==> config.mk <==
export PLATFORM = sky130hd
export DESIGN_NAME = swallow_divider
export DESIGN_NICKNAME = d
export VERILOG_FILES = /design/src/rtl/sdv_pkg.sv /design/src/rtl/sdv_stage.sv /design/src/rtl/sdv_decode.sv /design/src/rtl/sdv_count.sv /design/src/rtl/swallow_divider.sv
export SDC_FILE = /design/constraint.sdc
export NUM_CORES = 1
export LEC_CHECK = 0
export ABC_AREA = 0
export CORE_MARGIN = 2
export CORE_UTILIZATION = 60
export DETAILED_ROUTE_END_ITERATION = 6
export GPL_ROUTABILITY_DRIVEN = 1
export HOLD_SLACK_MARGIN = 0.02
export PLACE_DENSITY = 0.85
export SLEW_MARGIN = 20
export SYNTH_ARGS = -nofsm -noshare
export SYNTH_HDL_FRONTEND = slang
export SYNTH_SLANG_ARGS = --single-unit
==> constraint.sdc <==
create_clock -name clk -period 2.1 [get_ports clk]
set_clock_uncertainty 0.15 [all_clocks]
set_input_delay 0.42 -clock clk [delete_from_list [all_inputs] [get_ports clk]]
set_output_delay 0.42 -clock clk [all_outputs]
set_load 0.005 [all_outputs]
==> src/rtl/sdv_pkg.sv <==
package sdv_pkg;

    localparam int BYTE_W = 8;
    localparam int MAIN_W = 12;
    localparam int SW_W   = 5;
    localparam int N_W    = MAIN_W + SW_W;
    localparam int EXT_W  = N_W - 2 * BYTE_W;

    localparam logic [1:0] ADDR_LO   = 2'd0;
    localparam logic [1:0] ADDR_HI   = 2'd1;
    localparam logic [1:0] ADDR_EXT  = 2'd2;
    localparam logic [1:0] ADDR_XFER = 2'd3;

    typedef enum logic [1:0] {
        MODE_DIRECT = 2'b00,
        MODE_P16    = 2'b01,
        MODE_P32    = 2'b10,
        MODE_SPARE  = 2'b11
    } div_mode_e;

    typedef struct packed {
        logic [MAIN_W-1:0] main;
        logic [SW_W-1:0]   swal;
        logic              presc;
    } div_load_t;

endpackage

==> src/rtl/sdv_stage.sv <==
module sdv_stage
    import sdv_pkg::*;
(
    input  logic                 clk,
    input  logic                 rst_n,
    input  logic                 wr_en,
    input  logic [1:0]           wr_addr,
    input  logic [BYTE_W-1:0]    wr_data,
    input  div_mode_e            mode_in,
    input  logic                 take,
    output logic                 pend,
    output logic [N_W-1:0]       snap_n,
    output div_mode_e            snap_mode
);

    typedef struct packed {
        logic [N_W-1:0] stg;
        logic [N_W-1:0] snap;
        div_mode_e      mode;
        logic           pend;
    } stage_t;

    stage_t st_d, st_q;

    always_comb begin
        st_d = st_q;
        // the counter consumed the pending setting at a terminal count
        if (take) begin
            st_d.pend = 1'b0;
        end
        if (wr_en) begin
            unique case (wr_addr)
                ADDR_LO:  st_d.stg[BYTE_W-1:0]        = wr_data;
                ADDR_HI:  st_d.stg[2*BYTE_W-1:BYTE_W] = wr_data;
                ADDR_EXT: st_d.stg[N_W-1:2*BYTE_W]    = wr_data[EXT_W-1:0];
                default: begin
                    if (wr_data[0]) begin
                        // a fresh transfer wins over a simultaneous take
                        st_d.snap = st_q.stg;
                        st_d.mode = mode_in;
                        st_d.pend = 1'b1;
                    end
                end
            endcase
        end
    end

    always_ff @(posedge clk or negedge rst_n) begin
        if (!rst_n) begin
            st_q <= '{stg: '0, snap: '0, mode: MODE_DIRECT, pend: 1'b0};
        end else begin
            st_q <= st_d;
        end
    end

    assign pend      = st_q.pend;
    assign snap_n    = st_q.snap;
    assign snap_mode = st_q.mode;

endmodule

==> src/rtl/sdv_decode.sv <==
module sdv_decode
    import sdv_pkg::*;
#(
    parameter int LO_PLOG = 4,
    parameter int HI_PLOG = SW_W,
    parameter int DIR_MIN = 2
) (
    input  logic [N_W-1:0] n_in,
    input  div_mode_e      mode,
    output div_load_t      ld
);

    localparam int LO_P     = 1 << LO_PLOG;
    localparam int HI_P     = 1 << HI_PLOG;
    localparam int LO_FIELD = LO_PLOG + MAIN_W;
    localparam int HI_FIELD = HI_PLOG + MAIN_W;
    localparam int LO_MIN   = LO_P * (LO_P - 1);
    localparam int HI_MIN   = HI_P * (HI_P - 1);
    localparam logic [N_W-1:0] LO_MASK = N_W'((1 << LO_FIELD) - 1);
    localparam logic [N_W-1:0] HI_MASK = N_W'((1 << HI_FIELD) - 1);

    logic [MAIN_W-1:0] dir_v;
    logic [N_W-1:0]    lo_v;
    logic [N_W-1:0]    hi_v;

    always_comb begin
        // each mode sees only the N field it can realise, raised to its minimum
        dir_v = n_in[MAIN_W-1:0];
        if (dir_v < MAIN_W'(DIR_MIN)) begin
            dir_v = MAIN_W'(DIR_MIN);
        end
        lo_v = n_in & LO_MASK;
        if (lo_v < N_W'(LO_MIN)) begin
            lo_v = N_W'(LO_MIN);
        end
        hi_v = n_in & HI_MASK;
        if (hi_v < N_W'(HI_MIN)) begin
            hi_v = N_W'(HI_MIN);
        end

        ld = '0;
        unique case (mode)
            MODE_P16: begin
                ld.main  = MAIN_W'(lo_v >> LO_PLOG);
                ld.swal  = SW_W'(lo_v & N_W'(LO_P - 1));
                ld.presc = 1'b1;
            end
            MODE_P32: begin
                ld.main  = MAIN_W'(hi_v >> HI_PLOG);
                ld.swal  = SW_W'(hi_v & N_W'(HI_P - 1));
                ld.presc = 1'b1;
            end
            default: begin
                ld.main  = dir_v;
                ld.swal  = '0;
                ld.presc = 1'b0;
            end
        endcase
    end

endmodule

==> src/rtl/sdv_count.sv <==
module sdv_count
    import sdv_pkg::*;
#(
    parameter int RST_DIV = 208
) (
    input  logic      clk,
    input  logic      rst_n,
    input  logic      pend,
    input  div_load_t pend_ld,
    output logic      take,
    output logic      pulse,
    output logic      mod_ctl
);

    typedef struct packed {
        logic [MAIN_W-1:0] cnt;
        logic [SW_W-1:0]   sw;
        logic              pulse;
        div_load_t         act;
    } count_t;

    localparam logic [MAIN_W-1:0] RST_M = MAIN_W'(RST_DIV);

    count_t ct_d, ct_q;
    div_load_t next_ld;
    logic terminal;

    always_comb begin
        ct_d     = ct_q;
        terminal = (ct_q.cnt <= MAIN_W'(1));
        next_ld  = pend ? pend_ld : ct_q.act;
        take     = 1'b0;
        if (terminal) begin
            // reload both counters together so a period is never shortened
            ct_d.act   = next_ld;
            ct_d.cnt   = next_ld.main;
            ct_d.sw    = next_ld.swal;
            ct_d.pulse = 1'b1;
            take       = pend;
        end else begin
            ct_d.cnt   = ct_q.cnt - 1'b1;
            ct_d.sw    = (ct_q.sw != '0) ? ct_q.sw - 1'b1 : '0;
            ct_d.pulse = 1'b0;
        end
    end

    always_ff @(posedge clk or negedge rst_n) begin
        if (!rst_n) begin
            ct_q <= '{cnt: RST_M, sw: '0, pulse: 1'b0,
                      act: '{main: RST_M, swal: '0, presc: 1'b0}};
        end else begin
            ct_q <= ct_d;
        end
    end

    assign pulse   = ct_q.pulse;
    assign mod_ctl = ct_q.act.presc & (ct_q.sw != '0);

endmodule

==> src/rtl/swallow_divider.sv <==
module swallow_divider
    import sdv_pkg::*;
#(
    parameter int RST_DIV = 208,
    parameter int LO_PLOG = 4
) (
    input  logic        clk,
    input  logic        rst_n,
    input  logic        wr_en,
    input  logic [1:0]  wr_addr,
    input  logic [7:0]  wr_data,
    input  logic [1:0]  div_mode,
    output logic        div_pulse,
    output logic        mod_ctl
);

    logic           xfer_pend;
    logic           xfer_take;
    logic [N_W-1:0] snap_n;
    div_mode_e      snap_mode;
    div_load_t      pend_ld;

    sdv_stage u_stage (
        .clk       (clk),
        .rst_n     (rst_n),
        .wr_en     (wr_en),
        .wr_addr   (wr_addr),
        .wr_data   (wr_data),
        .mode_in   (div_mode_e'(div_mode)),
        .take      (xfer_take),
        .pend      (xfer_pend),
        .snap_n    (snap_n),
        .snap_mode (snap_mode)
    );

    sdv_decode #(
        .LO_PLOG (LO_PLOG),
        .HI_PLOG (SW_W),
        .DIR_MIN (2)
    ) u_decode (
        .n_in (snap_n),
        .mode (snap_mode),
        .ld   (pend_ld)
    );

    sdv_count #(
        .RST_DIV (RST_DIV)
    ) u_count (
        .clk     (clk),
        .rst_n   (rst_n),
        .pend    (xfer_pend),
        .pend_ld (pend_ld),
        .take    (xfer_take),
        .pulse   (div_pulse),
        .mod_ctl (mod_ctl)
    );

endmodule

==> results by group, run 1 <==
Status
  – Status: complete, but fails checks
  – Failing checks: setup timing

Detailed routing
  – WL per Instance: 18.11 um
  – Antenna Nets Post-Route: 0
  – Residual DRC count: 0
  – Drt via density: 6.211
  – Routed via count: 2714
  – DRT iter0 DRCs: 259
  – DRT Pass-1 Iters: 5
  – Post-Route WL: 7913 um

STA
  – Fmax: 0.4621 GHz
  – Final TNS setup: -0.4357 ns
  – Crit share post-route: 103.0%
  – RSZ-0062 raised after global routing: true
  – Setup ws final: -0.06395 ns
  – Worst-margin pin slew: 0.4589 ns
  – Period minus WS final: 2.164 ns
  – Setup violations, final: 13
  – Final hold violations: 0
  – Rel. slew slack: 69.08%
  – Slew Viols, Final: 0

Critical path
  – CP Cell Sequence: or3_4 > nor4b_4 > buf_4 > nand3_4 > and4b_1 > a211oi_1
  – Worst setup EP type: register
  – Reg2Reg Depth: 6
  – Worst R2R Setup Slack: -0.06 ns
  – Delay-heaviest family, CP: simple AND/OR/NAND/NOR gates
  – Crit path DAT: 2.25 ns
  – Crit-path slowest cell: or3_4
  – Setup CP Type: register to register
  – Max FO, Critical Path: 7
  – Buf/Inv on CP: 1
  – Critical path depth in cells: 6
  – Slowest cell delay on critical path: approximately 0.4 ns
  – Req. time, crit path: 2.18 ns
  – Critical Path Start Type: register

Job
  – Max Cap Violations: 0

Global route
  – First-pass GRT wire length: around 12000 um
  – GRT Total Usage: about 25%
  – Pin count of the biggest net entering global routing: 74
  – Vias in the first global route: ~2600
  – GR Overflow Total: 0
  – Initial antenna violation count: 0

Synthesis
  – Syn Nets: between 300 and 400
  – Number of flops mapped to enable cells by yosys: 0
  – Post-synthesis cell type count: 50
  – Syn avg cell area: 11.26 sq um
  – Post-synth top flop: dfrtp_1
  – Synthesized cell area: 3546 sq um
  – Sequential share of the synthesized area: 51.73%
  – Asr flop ratio synth: 100.0%
  – Synthesis warning total: 0
  – #FFs+latches synth: 73
  – Cells after synthesis: between 300 and 400

Power
  – P per Cell Area: roughly 1300 nW/um^2
  – Leak: 1.898 nW
  – Pwr Total: about 5.5 mW
  – Max VDD drop: 0.8289 mV

Finish
  – Area Growth Syn to Fin: 24.03%
  – Layout net count: 380
  – Layout cells sized above 1: approximately 33%
  – Final Util: around 78%
  – Ant diodes: 0
  – Post-route cell area: roughly 4400 sq um

Clock tree
  – Clock tree from TritonCTS: yes
  – Worst-path clk slew: around 0.08 ns
  – Num CTS Buffers: 9
  – Clock Sink Count: 73
  – Bufs on Longest Clock Path: 2
  – H-tree Lvls: 3
  – Root Buffer: clkbuf_8
  – Clock latency on the worst-skew pair: 0.36 ns

Placed design
  – DP HPWL: 5017 um
  – Final GP Congestion: approximately 0.87
  – Post-DP Area: 3910 sq um
  – PortBufs: 16
  – Dpl ws: -0.02071 ns

Die
  – Rows: 27
  – Boundary pin count: 17
  – Die Y-Extent: about 80 um
  – Core Box Area: 5608 sq um
  – Die ar.: 6541 sq um
  – Die W: 80.88 um
  – Initial cell density of the core: 63.23%

Worst hold path
  – WHS Path Cells: 1
  – Min-delay worst type: register to register
==> worst register-to-register path, stage by stage, from the launching register on <==
cell	delay (ns)
dfstp_2	0.38
or3_4	0.40
nor4b_4	0.38
buf_4	0.19
nand3_4	0.15
and4b_1	0.34
a211oi_1	0.05
==> cells by family after synthesis <==
kind of cell / count (synthesis) / share of synthesized area (%)
AND/OR/NAND/NOR: 91 / 14.29
flip-flops: 73 / 51.73
AO/OA/AOI/OAI: 72 / 13.55
multiplexers: 42 / 13.51
buffers and inverters: 24 / 3.176
XOR/XNOR: 8 / 1.976
adder cells (fa/ha/maj): 5 / 1.764
==> synth_stat cells, types with 7 or more instances <==
| cell type | number | area share, % |
|---|---|---|
| clkbuf_1 | 7 | 0.74 |
| inv_1 | 10 | 1.1 |
| a211oi_1 | 7 | 1.5 |
| nor2b_1 | 8 | 1.4 |
| xnor2_1 | 7 | 1.7 |
| o21ai_0 | 14 | 2.0 |
| a21oi_1 | 19 | 2.7 |
| nor3_1 | 8 | 1.1 |
| dfrtp_1 | 67 | 47 |
| nor2_1 | 27 | 2.9 |
| nand2_1 | 14 | 1.5 |
| mux2_2 | 37 | 12 |
==> cell usage in the layout, fill, tap and decap left out, types with 5 or more instances in the layout <==
| cell type | netlist | layout |
|---|---|---|
| dfrtp_1 | 67 | 67 |
| mux2_2 | 37 | 37 |
| nor2_1 | 27 | 27 |
| buf_4 | 1 | 23 |
| a21oi_1 | 19 | 19 |
| nand2_1 | 14 | 14 |
| o21ai_0 | 14 | 14 |
| clkdlybuf4s50_1 | 0 | 14 |
| inv_1 | 10 | 9 |
| clkbuf_8 | 0 | 9 |
| nor3_1 | 8 | 7 |
| xnor2_1 | 7 | 7 |
| nor2b_1 | 8 | 6 |
| dfstp_2 | 6 | 6 |
| a22oi_1 | 5 | 5 |
| a211oi_2 | 2 | 5 |
| nand3_1 | 5 | 5 |
| a22o_1 | 6 | 5 |
==> registers in the layout (all words and copies together) (netlist names) <==
| name | flops |
|---|---|
| u_stage.snap_mode | 2 |
| u_count.pulse | 1 |
| u_stage.pend | 1 |
| u_stage.snap_n | 17 |
| u_stage.st_q | 17 |
| u_count.ct_q | 35 |
==> layout make-up <==
| cell class | count | area (sq um) |
|---|---|---|
| clock inverter | 6 | 115.1 |
| clock buffer | 10 | 127.6 |
| inverter | 11 | 48.80 |
| fill | 343 | 1210 |
| multi-input combinational | 218 | 1727 |
| tap | 72 | 90.09 |
| sequential | 73 | 1834 |
| timing repair buffer | 47 | 455.4 |
==> power breakdown <==
part | internal, mW | switching (mW)
Sequential | 1.89 | 0.480
Clock | 0.795 | 0.551
Combinational | 0.909 | 0.909
Total | 3.59 | 1.94
==> stage by stage <==
stage                     hold WS (ns)  std cells
final                           0.3474        437
after CTS                       0.3538        430
after global placement          0.3216        412
after global routing            0.3686        437
after detailed placement        0.3277        412
after floorplan               -0.02559        315
==> per-layer routing <==
metal | vias up | routed length [um] | GRT usage (%)
met5 | - | 0 | 0
met2 | 82 | 4027 | 41.16
met4 | 0 | 205 | 13.39
met1 | 1365 | 3343 | 32.12
li1 | 1238 | - | -
met3 | 29 | 336 | 4.111
==> final timing paths <==
kind                                  startpoint                to
worst max-delay path            u_count.ct_q[30]  u_count.ct_q[24]
worst min-delay path            u_count.ct_q[14]  u_count.ct_q[14]
worst max register to register  u_count.ct_q[30]  u_count.ct_q[24]
worst min register to register  u_count.ct_q[14]  u_count.ct_q[14]
max in group asynchronous                  rst_n  u_count.ct_q[28]
min in group asynchronous                  rst_n  u_count.ct_q[33]
==> repair_timing <==
item                                   in CTS  in global routing
hold buffers                                1                  0
setup endpoints to repair                   5                 29
buffers inserted                            1                  6
gates resized for setup                     2                 33
gates cloned                                0                  1
pin swaps                                   0                  9
endpoints found under the hold margin      67                  0
Power figures use the tool's default switching activity.
==> inputs of run 2 (changes only) <==
--- a/config.mk
+++ b/config.mk
@@ -10,9 +10,10 @@
 export CORE_UTILIZATION = 60
 export DETAILED_ROUTE_END_ITERATION = 6
 export GPL_ROUTABILITY_DRIVEN = 1
+export GPL_TIMING_DRIVEN = 1
 export HOLD_SLACK_MARGIN = 0.02
 export PLACE_DENSITY = 0.85
-export SLEW_MARGIN = 20
+export SLEW_MARGIN = 5
 export SYNTH_ARGS = -nofsm -noshare
 export SYNTH_HDL_FRONTEND = slang
 export SYNTH_SLANG_ARGS = --single-unit
==> results of run 2 <==
Same layout as run 1: the final DEF is identical, and so are final timing and power.
==> inputs of run 3 (changes only) <==
--- a/config.mk
+++ b/config.mk
@@ -8,6 +8,7 @@
 export ABC_AREA = 0
 export CORE_MARGIN = 2
 export CORE_UTILIZATION = 60
+export CTS_CLUSTER_SIZE = 10
 export DETAILED_ROUTE_END_ITERATION = 6
 export GPL_ROUTABILITY_DRIVEN = 1
 export GPL_TIMING_DRIVEN = 1
==> results of run 3 <==
Same layout as run 1: the final DEF is identical, and so are final timing and power.
